**src/rtl/gpio_irq_bank.sv**
```systemverilog
module gpio_irq_bank #(
  parameter int PINS = 32,
  parameter int AW   = 7
) (
  input  logic            clk,
  input  logic            rst_n,
  input  logic [AW-1:0]   bus_addr,
  input  logic            bus_we,
  input  logic [31:0]     bus_wdata,
  input  logic            bus_re,
  output logic [31:0]     bus_rdata,
  input  logic [PINS-1:0] pad_in,
  output logic [PINS-1:0] pad_out,
  output logic [PINS-1:0] pad_oe,
  output logic [PINS-1:0] pin_irq
);

  localparam int WW = AW - 2;
  localparam logic [WW-1:0] W_IN   = WW'(0);
  localparam logic [WW-1:0] W_IEN  = WW'(1);
  localparam logic [WW-1:0] W_OEN  = WW'(2);
  localparam logic [WW-1:0] W_OVAL = WW'(3);
  localparam logic [WW-1:0] W_XOR  = WW'(16);
  localparam int COND_BASE = 6;

  logic [WW-1:0]   widx;
  logic [PINS-1:0] wdat;
  logic [PINS-1:0] in_en_q, out_en_q, out_val_q, out_xor_q;
  logic [PINS-1:0] sync1_q, sync2_q, prev_q, inp;
  logic [3:0][PINS-1:0] ie_q, ip_q, det, hit;
  logic [31:0] rsel;
  logic unused_ok;

  assign widx = bus_addr[AW-1:2];
  assign wdat = bus_wdata[PINS-1:0];
  assign unused_ok = ^{bus_addr[1:0], bus_wdata};

  always_ff @(posedge clk) begin
    if (!rst_n) begin
      in_en_q   <= '0;
      out_en_q  <= '0;
      out_val_q <= '0;
      out_xor_q <= '0;
    end else if (bus_we) begin
      if (widx == W_IEN)  in_en_q   <= wdat;
      if (widx == W_OEN)  out_en_q  <= wdat;
      if (widx == W_OVAL) out_val_q <= wdat;
      if (widx == W_XOR)  out_xor_q <= wdat;
    end
  end

  assign pad_oe  = out_en_q;
  assign pad_out = (out_val_q ^ out_xor_q) & out_en_q;

  always_ff @(posedge clk) begin
    if (!rst_n) begin
      sync1_q <= '0;
      sync2_q <= '0;
      prev_q  <= '0;
    end else begin
      sync1_q <= pad_in;
      sync2_q <= sync1_q;
      prev_q  <= inp;
    end
  end

  assign inp    = sync2_q & in_en_q;
  assign det[0] = inp & ~prev_q;
  assign det[1] = ~inp & prev_q;
  assign det[2] = inp;
  assign det[3] = ~inp;

  for (genvar k = 0; k < 4; k++) begin : g_cond
    localparam logic [WW-1:0] W_IE = WW'(COND_BASE + 2 * k);
    localparam logic [WW-1:0] W_IP = WW'(COND_BASE + 2 * k + 1);
    logic [PINS-1:0] clr;
    assign clr = (bus_we && widx == W_IP) ? wdat : '0;

    always_ff @(posedge clk) begin
      if (!rst_n) begin
        ie_q[k] <= '0;
        ip_q[k] <= '0;
      end else begin
        if (bus_we && widx == W_IE) ie_q[k] <= wdat;
        ip_q[k] <= (ip_q[k] & ~clr) | det[k];
      end
    end

    assign hit[k] = ip_q[k] & ie_q[k];
  end

  assign pin_irq = hit[0] | hit[1] | hit[2] | hit[3];

  always_comb begin
    rsel = '0;
    case (widx)
      W_IN:    rsel[PINS-1:0] = inp;
      W_IEN:   rsel[PINS-1:0] = in_en_q;
      W_OEN:   rsel[PINS-1:0] = out_en_q;
      W_OVAL:  rsel[PINS-1:0] = out_val_q;
      W_XOR:   rsel[PINS-1:0] = out_xor_q;
      default: ;
    endcase
    for (int k = 0; k < 4; k++) begin
      if (widx == WW'(COND_BASE + 2 * k))     rsel[PINS-1:0] = ie_q[k];
      if (widx == WW'(COND_BASE + 2 * k + 1)) rsel[PINS-1:0] = ip_q[k];
    end
  end

  always_ff @(posedge clk) begin
    if (!rst_n)      bus_rdata <= '0;
    else if (bus_re) bus_rdata <= rsel;
  end

  // rise flags never drop without a write to their register
  a_r4_rise_sticky: assert property (@(posedge clk) disable iff (!rst_n)
    !(bus_we && widx == WW'(COND_BASE + 1))
      |=> ((ip_q[0] & $past(ip_q[0])) == $past(ip_q[0])));

  // fall flags never drop without a write to their register
  a_r5_fall_sticky: assert property (@(posedge clk) disable iff (!rst_n)
    !(bus_we && widx == WW'(COND_BASE + 3))
      |=> ((ip_q[1] & $past(ip_q[1])) == $past(ip_q[1])));

  // a high sample is always recorded in the high flags
  a_r6_high_sets: assert property (@(posedge clk) disable iff (!rst_n)
    1'b1 |=> ((ip_q[2] & $past(inp)) == $past(inp)));

  // a rising detection survives a simultaneous clear
  a_r8_set_wins: assert property (@(posedge clk) disable iff (!rst_n)
    (bus_we && widx == WW'(COND_BASE + 1))
      |=> ((ip_q[0] & $past(det[0])) == $past(det[0])));

  // holes in the map read as zero
  a_r10_unmapped_zero: assert property (@(posedge clk) disable iff (!rst_n)
    (bus_re && (widx == WW'(4) || widx == WW'(5) || widx == WW'(14) || widx == WW'(15)))
      |=> (bus_rdata == 32'd0));

endmodule

```
**config.mk**
```make
export PLATFORM = sky130hd
export DESIGN_NAME = gpio_irq_bank
export DESIGN_NICKNAME = d
export VERILOG_FILES = /design/src/rtl/gpio_irq_bank.sv
export SDC_FILE = /design/constraint.sdc
export NUM_CORES = 1
export LEC_CHECK = 0
export BUFFER_PORTS_ARGS = -buffer_cell sky130_fd_sc_hd__clkbuf_2
export CAP_MARGIN = 10
export CORE_MARGIN = 3
export CORE_UTILIZATION = 54
export CTS_CLUSTER_DIAMETER = 60
export DETAILED_ROUTE_END_ITERATION = 7
export PLACE_DENSITY_LB_ADDON = 0.1
export SLEW_MARGIN = 20
export SYNTH_ARGS = -nofsm -noshare
export SYNTH_HDL_FRONTEND = slang
export SYNTH_SLANG_ARGS = --single-unit
```
**constraint.sdc**
```tcl
create_clock -name clk -period 1.75 [get_ports clk]
set_input_delay 0.35 -clock clk [delete_from_list [all_inputs] [get_ports clk]]
set_output_delay 0.35 -clock clk [all_outputs]
set_load 0.02 [all_outputs]
```
==> flow_summary.rst, run 1 <==
.. list-table::
   :header-rows: 1

   * - Metric
     - Value
   * - Total core area
     - 0.0414 sq mm
   * - Cell row count
     - 74
   * - Power spent charging and discharging nets
     - 0.00607 W
   * - Cell types occupying the most area after synthesis
     - sky130_fd_sc_hd__dfxtp_1 45%, sky130_fd_sc_hd__nand2_1 12%, sky130_fd_sc_hd__a21boi_0 10%, sky130_fd_sc_hd__a22oi_1 3.6%, sky130_fd_sc_hd__and2_1 2.8%
   * - Leakage dissipation
     - 11.5 nW
   * - Drt first pass iters
     - 8
   * - Maximum operating frequency
     - 544 MHz
   * - Number of nets in the finished design
     - 3167
   * - Critical path, cell by cell
     - xor2_2 > and2_1 > clkbuf_8
   * - Sequential power share
     - 47.4%
   * - Startpoint Class
     - register
   * - DRC Markers
     - 0
   * - Violated checks
     - negative setup slack
   * - Max-Cap Viols
     - 0
   * - Post-DR wirelength/cell
     - 24.3 um
   * - Switching power share of the total
     - 24.0%
   * - Startpoint of the lowest-slack register-to-register path
     - out_val_q[7]$_SDFFE_PN0P_
   * - Share of the synthesized area in the top cell type
     - 44.8%
   * - Clk Latency, worst-skew pair
     - 0.60 ns
   * - Combinational share of power
     - 7.6%
   * - Number of buffers and inverters on the critical path
     - 1
   * - Cell count after synthesis
     - 2725
   * - Worst path depth
     - 3
   * - Post-route fraction of the period consumed by the critical path
     - 105%
   * - Cell taking the most area after synthesis
     - sky130_fd_sc_hd__dfxtp_1
   * - Top delay family on crit path
     - flip-flops
   * - Fraction of the yosys area taken by sequential cells
     - 44.8%
   * - VDD IR max
     - 0.727 mV
   * - Global-route wire length before repair
     - 132000 um
   * - Signed area change from the synthesized netlist to the final layout
     - 30.1%
   * - Worst setup path end
     - pad_out[6]
   * - Critical path start-end classification
     - reg -> out
   * - Top-level port count
     - 203
   * - Root cell of the clock tree
     - sky130_fd_sc_hd__clkbuf_16
   * - Iteration-0 DRC count of the detailed router
     - 2476
   * - Unrepaired setup endpoints after global routing
     - true
   * - IO Port Bufs
     - 200
   * - Congestion Overflow GR
     - 0
   * - Effective utilization at floorplan
     - 55.3%
   * - Count of synthesis-stage warnings from yosys
     - 0
   * - Hold Crit Class
     - in -> reg
   * - Register-to-register path setup slack
     - 0.23 ns
   * - Overall track demand over capacity in global routing
     - 38.6%
   * - Clock tree sinks
     - 512
   * - Vias post-DR
     - 22800
   * - Total of fill cells in the finished design
     - 3192
   * - Synthesized cell area
     - 0.0229 sq mm
   * - Post-route minimum period
     - 1.84 ns
   * - Largest net degree at the start of global routing
     - 59
   * - Final setup skew
     - 0.00921 ns
   * - Share of power burned in the clock network
     - 44.9%
   * - Biggest fanout along the worst timing path
     - 2
   * - Clock tree from TritonCTS
     - built
   * - Synthesized Nets
     - 2800
   * - Ratio of total power to cell area
     - 849 mW/mm^2
   * - Detail-routed via count per cell
     - 6.23
   * - Aggregate routed wire length
     - 89100 um
   * - DRT antenna net count
     - 0
   * - Inserted Clock Buffers
     - 53
   * - Arrival time worst endpoint
     - 1.49 ns
   * - Top_reg_cell synth
     - sky130_fd_sc_hd__dfxtp_1
   * - Worst hold slack
     - 0.112 ns
   * - Hold path cells
     - 2
   * - Number of global-route vias before repair
     - 22000
   * - Critical Path Start
     - out_xor_q[6]$_SDFFE_PN0P_
   * - Worst slew margin relative to its limit
     - 57.7%
   * - Die Ht
     - 212 um
   * - Fraction of final layout cells with drive strength greater than 1
     - 27.4%
   * - Die span in x
     - 212 um
   * - Count of flip-flops with a built-in enable after synthesis
     - 0
   * - Internal power
     - 0.0192 W
   * - Dpl cell area
     - 0.0260 sq mm
   * - Weighted congestion at the end of routability-driven global placement
     - 0.970
   * - Final Slew Violations
     - 0
   * - Highest-delay cell along the critical path
     - sky130_fd_sc_hd__dfxtp_2
   * - Initial antenna violation count
     - 3
   * - Fin worst setup slack
     - -0.0894 ns
   * - Critical path's largest stage delay
     - 0.36 ns
   * - Worst r2r path cells
     - 6
   * - Finished layout cell area
     - 0.0298 sq mm
   * - Die footprint
     - 0.0449 sq mm
   * - Outcome
     - complete, but fails checks
   * - Reg2reg end
     - bus_rdata[7]$_SDFFE_PN0P_
   * - Count of distinct cell types in the synthesized netlist
     - 75
   * - Final-report setup violation count
     - 16
   * - Slew of the pin with the lowest slew margin
     - 0.633 ns
   * - Critical path endpoint category
     - output pin
   * - Bufs on Longest Clock Path
     - 3
   * - Required time at the endpoint of the critical path
     - 1.40 ns
   * - Level count of the clock H-tree
     - 2
   * - Final Hold Viols
     - 0
   * - Clock-pin slew on the worst setup and hold paths
     - 0.06 ns
   * - Synthesized area divided by synthesized cell count
     - 8.40 sq um
   * - Estimated wirelength of the detail-placed design
     - 58800 um
   * - Total of flip-flops plus latches after synthesis
     - 512
   * - Async S/R FF share, synth
     - 0%
Yosys cell counts, types with 12 or more instances:
cell type and number:
sky130_fd_sc_hd__o211ai_1 22, sky130_fd_sc_hd__o221ai_1 16, sky130_fd_sc_hd__nand2_1 710, sky130_fd_sc_hd__nor2_1 69, sky130_fd_sc_hd__dfxtp_1 512, sky130_fd_sc_hd__mux2i_1 16, sky130_fd_sc_hd__and2_1 102, sky130_fd_sc_hd__clkbuf_1 142
sky130_fd_sc_hd__a21oi_1 53, sky130_fd_sc_hd__a22oi_1 109, sky130_fd_sc_hd__nor2b_1 27, sky130_fd_sc_hd__inv_1 22, sky130_fd_sc_hd__and3_1 54, sky130_fd_sc_hd__o21ai_0 62, sky130_fd_sc_hd__nand3_1 37, sky130_fd_sc_hd__a221oi_1 17
sky130_fd_sc_hd__o21a_1 72, sky130_fd_sc_hd__o22ai_1 30, sky130_fd_sc_hd__buf_6 12, sky130_fd_sc_hd__xor2_1 32, sky130_fd_sc_hd__buf_2 56, sky130_fd_sc_hd__nand2b_1 17, sky130_fd_sc_hd__a21boi_1 32, sky130_fd_sc_hd__a21boi_0 319
sky130_fd_sc_hd__o2bb2ai_1 17, sky130_fd_sc_hd__a22o_1 12
worst reg2reg max path, delay by kind of cell (launching register included):
| kind | cells | cell delay (ns) |
|---|---|---|
| compound gates | 5 | 0.92 |
| flops | 1 | 0.35 |
| buf+inv | 1 | 0.14 |
metal layers:
metal	global-route usage, %	vias up	part of all wire (%)
met5	0	-	0.010
met2	61.3	1382	45
li1	-	10200	-
met1	50.5	10900	38
met4	20.5	2	6.0
met3	6.36	338	11
flip-flops by register name, summed over array words and instances, names as in the netlist:
name       flops
ie_q         128
out_xor_q     32
prev_q        32
bus_rdata     32
sync1_q       32
pad_oe        32
out_val_q     32
in_en_q       32
ip_q         128
sync2_q       32
worst min-delay path by stage:
stage,slack [ns],start,end
floorplan,0.41,sync1_q[0]$_SDFF_PN0_,sync2_q[0]$_SDFF_PN0_
global placement,0.42,sync1_q[21]$_SDFF_PN0_,sync2_q[21]$_SDFF_PN0_
detailed placement,0.42,sync1_q[20]$_SDFF_PN0_,sync2_q[20]$_SDFF_PN0_
CTS,0.09,rst_n,ip_q[98]$_SDFF_PN0_
global route,0.12,rst_n,ip_q[98]$_SDFF_PN0_
finish,0.11,rst_n,ip_q[98]$_SDFF_PN0_
cell type report:
type / instances / area, sq um / area share, %
clock inverters: 15 / 166 / 0.559
inverters: 22 / 82.6 / 0.277
diodes: 1 / 2.50 / 0.00840
clock buffers: 78 / 1560 / 5.24
well taps: 532 / 666 / 2.24
flip-flops and latches: 512 / 10400 / 35.1
repair buffers: 534 / 4780 / 16.0
multi-input cells: 1969 / 12100 / 40.6
cell usage in the layout (no fill, tap or decap), types with 11 or more instances in the layout:
| cell type | n |
|---|---|
| sky130_fd_sc_hd__nor2_1 | 64 |
| sky130_fd_sc_hd__nand2b_1 | 17 |
| sky130_fd_sc_hd__a31oi_1 | 11 |
| sky130_fd_sc_hd__clkbuf_1 | 11 |
| sky130_fd_sc_hd__and3_1 | 50 |
| sky130_fd_sc_hd__a22o_1 | 12 |
| sky130_fd_sc_hd__o21ai_0 | 62 |
| sky130_fd_sc_hd__nor2b_1 | 26 |
| sky130_fd_sc_hd__clkbuf_16 | 53 |
| sky130_fd_sc_hd__a22oi_1 | 56 |
| sky130_fd_sc_hd__a21oi_1 | 50 |
| sky130_fd_sc_hd__nand2_1 | 691 |
| sky130_fd_sc_hd__clkbuf_8 | 50 |
| sky130_fd_sc_hd__o221ai_1 | 16 |
| sky130_fd_sc_hd__a21boi_1 | 32 |
| sky130_fd_sc_hd__dlygate4sd3_1 | 32 |
| sky130_fd_sc_hd__o21a_1 | 72 |
| sky130_fd_sc_hd__a221oi_1 | 17 |
| sky130_fd_sc_hd__o22ai_1 | 30 |
| sky130_fd_sc_hd__mux2i_1 | 16 |
| sky130_fd_sc_hd__nand2_2 | 19 |
| sky130_fd_sc_hd__nand3_1 | 36 |
| sky130_fd_sc_hd__a21boi_0 | 319 |
| sky130_fd_sc_hd__xor2_1 | 21 |
| sky130_fd_sc_hd__buf_8 | 15 |
| sky130_fd_sc_hd__dfxtp_4 | 11 |
| sky130_fd_sc_hd__dfxtp_1 | 377 |
| sky130_fd_sc_hd__a22oi_2 | 53 |
| sky130_fd_sc_hd__buf_12 | 54 |
| sky130_fd_sc_hd__and2_1 | 92 |
| sky130_fd_sc_hd__clkbuf_2 | 136 |
| sky130_fd_sc_hd__buf_4 | 252 |
| sky130_fd_sc_hd__dfxtp_2 | 124 |
| sky130_fd_sc_hd__inv_1 | 22 |
| sky130_fd_sc_hd__o211ai_1 | 22 |
| sky130_fd_sc_hd__o2bb2ai_1 | 17 |
power by group through the flow:
stage               Clock [W]  Combinational, W  Sequential [W]
CTS                    0.0114           0.00187          0.0120
detailed placement          0           0.00178          0.0122
global route           0.0119           0.00203          0.0120
global placement            0           0.00176          0.0122
finish                 0.0114           0.00193          0.0120
floorplan                   0          0.000943          0.0122
cell families (layout without fill, tap and decap cells):
logic type | Yosys count | in the layout | share of synthesized area [%]
AO/OA/AOI/OAI | 835 | 835 | 26.7
XOR/XNOR | 32 | 32 | 1.22
buffers and inverters | 244 | 649 | 4.88
flip-flops | 512 | 512 | 44.8
multiplexers | 21 | 21 | 0.945
other | 0 | 1 | 0
AND/OR/NAND/NOR | 1081 | 1081 | 21.5
through the flow:
| stage | setup slack [ns] | power [W] | utilization (%) | setup TNS (ns) | cells |
|---|---|---|---|---|---|
| finish | -0.0894 | 0.0253 | 71.9 | -0.474 | 3663 |
| global route | -0.0981 | 0.0259 | 71.9 | -1.37 | 3663 |
| CTS | -0.0869 | 0.0253 | 71.0 | -0.875 | 3646 |
| detailed placement | -0.392 | 0.0140 | 62.9 | -92.78 | 3460 |
| global placement | -0.375 | 0.0140 | 62.9 | -77.31 | 3460 |
| floorplan | -0.0220 | 0.0132 | - | -0.752 | 2725 |
timing repair:
action | 4_1_cts | 5_1_grt
hold buffers | 32 | 0
setup buffers | 61 | 16
pin swaps | 76 | 57
setup endpoints to repair | 59 | 58
resized for setup | 271 | 99
hold endpoints to repair | 32 | 0
Note: power is estimated with default switching activity, not from simulation.
==> run 2: changes to the inputs <==
CELL_PAD_IN_SITES_DETAIL_PLACEMENT = 1   (was not set)
CELL_PAD_IN_SITES_GLOBAL_PLACEMENT = 1   (was not set)
CORE_UTILIZATION = 40   (was 54)
==> run 2 against run 1 <==
Effect of this change:
- the flow still finishes with violations (negative setup slack)
- core utilization fell by 17 points
- non-clock buffer count rose by 36
- power rose by 7.6%
- clock skew rose by 0.0081 ns
- combinational power rose by 6%
- register-to-register slack got worse by 0.09 ns
- fmax fell by 0.48%
- die area rose by 34%
- clock power rose by 16%
- setup slack got worse by 0.0089 ns
- sequential share of layout area fell by 1.3 points
- flip-flop and latch count did not move
==> flow_summary.rst, run 2 (same netlist as run 1, synthesis figures left out) <==
.. list-table::
   :header-rows: 1

   * - Metric
     - Value
   * - Fin worst setup slack
     - -0.0983 ns (-0.00886 ns)
   * - Hold EP
     - ip_q[71]$_SDFF_PN0_
   * - Clock tree from TritonCTS
     - built
   * - Ratio of total power to cell area
     - 875 mW/mm^2 (+3.1%)
   * - Weighted congestion at the end of routability-driven global placement
     - 0.916 (-5.6%)
   * - Arrival time worst endpoint
     - 1.50 ns (about the same)
   * - Clock tree sinks
     - 512 (unchanged)
   * - Violated checks
     - negative setup slack
   * - Number of nets in the finished design
     - 3207 (+1.3%)
   * - Global-route wire length before repair
     - 152000 um (+15%)
   * - Top-level port count
     - 203 (unchanged)
   * - Vias post-DR
     - 23200 (+1.5%)
   * - Congestion Overflow GR
     - 0 (unchanged)
   * - Die Ht
     - 245 um (+16%)
   * - Post-route minimum period
     - 1.85 ns (+0.00886 ns)
   * - Reg2reg end
     - bus_rdata[7]$_SDFFE_PN0P_
   * - Drt first pass iters
     - 6 (-2)
   * - Die footprint
     - 0.0601 sq mm (+34%)
   * - Overall track demand over capacity in global routing
     - 33.5% (-5.1 points)
   * - Hold Crit Class
     - in -> reg
   * - Largest net degree at the start of global routing
     - 60 (+1.7%)
   * - Estimated wirelength of the detail-placed design
     - 69600 um (+18%)
   * - Total of fill cells in the finished design
     - 6428 (+100%)
   * - Unrepaired setup endpoints after global routing
     - true
   * - Outcome
     - complete, but fails checks
   * - FF/Latch Area
     - 0.0105 sq mm (+0.52%)
   * - Final-report setup violation count
     - 45 (+29)
   * - Number of global-route vias before repair
     - 23800 (+8.1%)
   * - Inserted Clock Buffers
     - 57 (+7.5%)
   * - Most common cell after layout, fill and taps aside
     - sky130_fd_sc_hd__nand2_1
   * - Leakage dissipation
     - 12.0 nW (+3.9%)
   * - Startpoint Class
     - register
   * - Clock-pin slew on the worst setup and hold paths
     - 0.07 ns (about the same)
   * - Initial antenna violation count
     - 2 (-1)
   * - Root cell of the clock tree
     - sky130_fd_sc_hd__clkbuf_16
   * - Critical Path Start
     - out_xor_q[11]$_SDFFE_PN0P_
   * - Effective utilization at floorplan
     - 40.5% (-15 points)
   * - Final Slew Violations
     - 0 (unchanged)
   * - Worst slew margin relative to its limit
     - 68.0% (+10 points)
   * - Biggest fanout along the worst timing path
     - 2 (unchanged)
   * - IO Port Bufs
     - 200 (unchanged)
   * - Critical path start-end classification
     - reg -> out
   * - Cell row count
     - 87 (+18%)
   * - DRC Markers
     - 0 (unchanged)
   * - Die span in x
     - 245 um (+16%)
   * - Required time at the endpoint of the critical path
     - 1.40 ns (about the same)
   * - VDD IR max
     - 0.772 mV (+6.2%)
   * - Worst slack after detailed placement
     - -0.574 ns (-0.182 ns)
   * - Hold path cells
     - 2 (unchanged)
   * - Fraction of final layout cells with drive strength greater than 1
     - 30.1% (+2.7 points)
   * - Total core area
     - 0.0565 sq mm (+37%)
   * - Post-DR wirelength/cell
     - 26.3 um (+8.0%)
   * - Level count of the clock H-tree
     - 2 (unchanged)
   * - Largest registers in the final layout
     - ie_q x128, ip_q x128
   * - Bufs on Longest Clock Path
     - 3 (unchanged)
   * - Iteration-0 DRC count of the detailed router
     - 1930 (-22%)
   * - Aggregate routed wire length
     - 103000 um (+16%)
   * - Final Hold Viols
     - 0 (unchanged)
   * - Critical path, cell by cell
     - xor2_4 > and2_4 > buf_8
   * - Worst hold slack
     - 0.0900 ns (-0.0219 ns)
   * - Commonest cells after routing, fill and taps aside
     - 685 x sky130_fd_sc_hd__nand2_1, 354 x sky130_fd_sc_hd__dfxtp_1, 319 x sky130_fd_sc_hd__a21boi_0, 275 x sky130_fd_sc_hd__buf_4, 137 x sky130_fd_sc_hd__dfxtp_2
   * - Worst r2r path cells
     - 6 (unchanged)
   * - Hold Crit Start
     - rst_n
   * - Clk Latency, worst-skew pair
     - 0.63 ns (+0.03 ns)
   * - Startpoint of the lowest-slack register-to-register path
     - out_val_q[7]$_SDFFE_PN0P_
   * - Maximum operating frequency
     - 541 MHz (-0.48%)
   * - DRT antenna net count
     - 0 (unchanged)
   * - Detail-routed via count per cell
     - 5.89 (-5.5%)
   * - Register-to-register path setup slack
     - 0.14 ns (-0.09 ns)
   * - Highest-delay cell along the critical path
     - sky130_fd_sc_hd__dfxtp_4
   * - Post-route fraction of the period consumed by the critical path
     - 106% (+0.51 points)
   * - Critical path endpoint category
     - output pin
   * - Final setup skew
     - 0.0173 ns (+0.00807 ns)
   * - Critical path's largest stage delay
     - 0.37 ns (about the same)
   * - Signed area change from the synthesized netlist to the final layout
     - 35.8%
   * - Max-Cap Viols
     - 0 (unchanged)
   * - Area used by multi-input combinational logic
     - 0.0122 sq mm (+1.4%)
   * - Slew of the pin with the lowest slew margin
     - 0.480 ns (-0.153 ns)
-- run 2: changes by cell type in the layout (fill, tap and decap cells not counted), moves of 7 or more --
cell / change
sky130_fd_sc_hd__and2_1: -11
sky130_fd_sc_hd__and2_4: +11
sky130_fd_sc_hd__buf_12: +10
sky130_fd_sc_hd__buf_4: +23
sky130_fd_sc_hd__buf_8: +19
sky130_fd_sc_hd__bufinv_16: +7
sky130_fd_sc_hd__clkbuf_8: -12
sky130_fd_sc_hd__dfxtp_1: -23
sky130_fd_sc_hd__dfxtp_2: +13
sky130_fd_sc_hd__dfxtp_4: +10
-- run 2: final cells by class --
class                   instances  share of cell area [%]
flip-flops and latches        512                    33.8
clock buffers                  80                    5.29
multi-input cells            1969                    39.4
repair buffers                570                    16.9
clock inverters                26                    1.28
inverters                      22                   0.266
well taps                     756                    3.04
diodes                          1                 0.00805
-- run 2: routing by layer --
metal  part of all wire (%)  up-vias  GRT usage, %
met3                    7.2      240          5.45
met1                     41    11700          42.7
li1                       -    10200             -
met4                    4.7        2          15.6
met2                     47      956          55.5
met5                  0.016        -             0
-- run 2: critical path: cells and delay by family (launching register included) --
kind,cells,cell delay (ns)
DFF,1,0.37
xor gates and xnor gates,1,0.22
and+or+nand+nor,1,0.18
buffers and inverters,1,0.10
-- run 2: how the worst max path moves through the flow --
| stage | to | slack (ns) | cells after the start |
|---|---|---|---|
| final | pad_out[11] | -0.1 | 3 |
| after global routing | pad_out[11] | -0.12 | 3 |
| after CTS | pad_out[11] | -0.12 | 3 |
| after detailed placement | bus_rdata[29]$_SDFFE_PN0P_ | -0.57 | 7 |
| after global placement | bus_rdata[29]$_SDFFE_PN0P_ | -0.58 | 7 |
| after floorplan | bus_rdata[24]$_SDFFE_PN0P_ | -0.02 | 9 |
-- run 2: metrics by stage --
stage	cell area, sq um	utilization (%)	setup TNS [ns]	instances	total power [W]
finish	31100	55.0	-1.47	3936	0.0272
CTS	30700	54.4	-2.88	3922	0.0273
global placement	26500	46.9	-96.87	3694	0.0141
detailed placement	26500	46.9	-122.81	3694	0.0142
floorplan	23000	-	-0.752	2725	0.0132
global route	31100	55.0	-3.76	3935	0.0280
-- run 2: where the power goes --
group / switching (W) / internal [W] / total (W)
Clock: 0.00516 / 0.00802 / 0.0132
Combinational: 0.00123 / 0.000818 / 0.00205
Sequential: 0.000162 / 0.0118 / 0.0120
Total: 0.00655 / 0.0207 / 0.0272
-- run 2: repair_timing --
action                                  CTS  global route
endpoints found under the setup margin   64            64
pin swaps                               101            66
buffers inserted                         91            12
hold buffers                             31             1
hold endpoints to repair                 31             1
gates resized for setup                 355           104
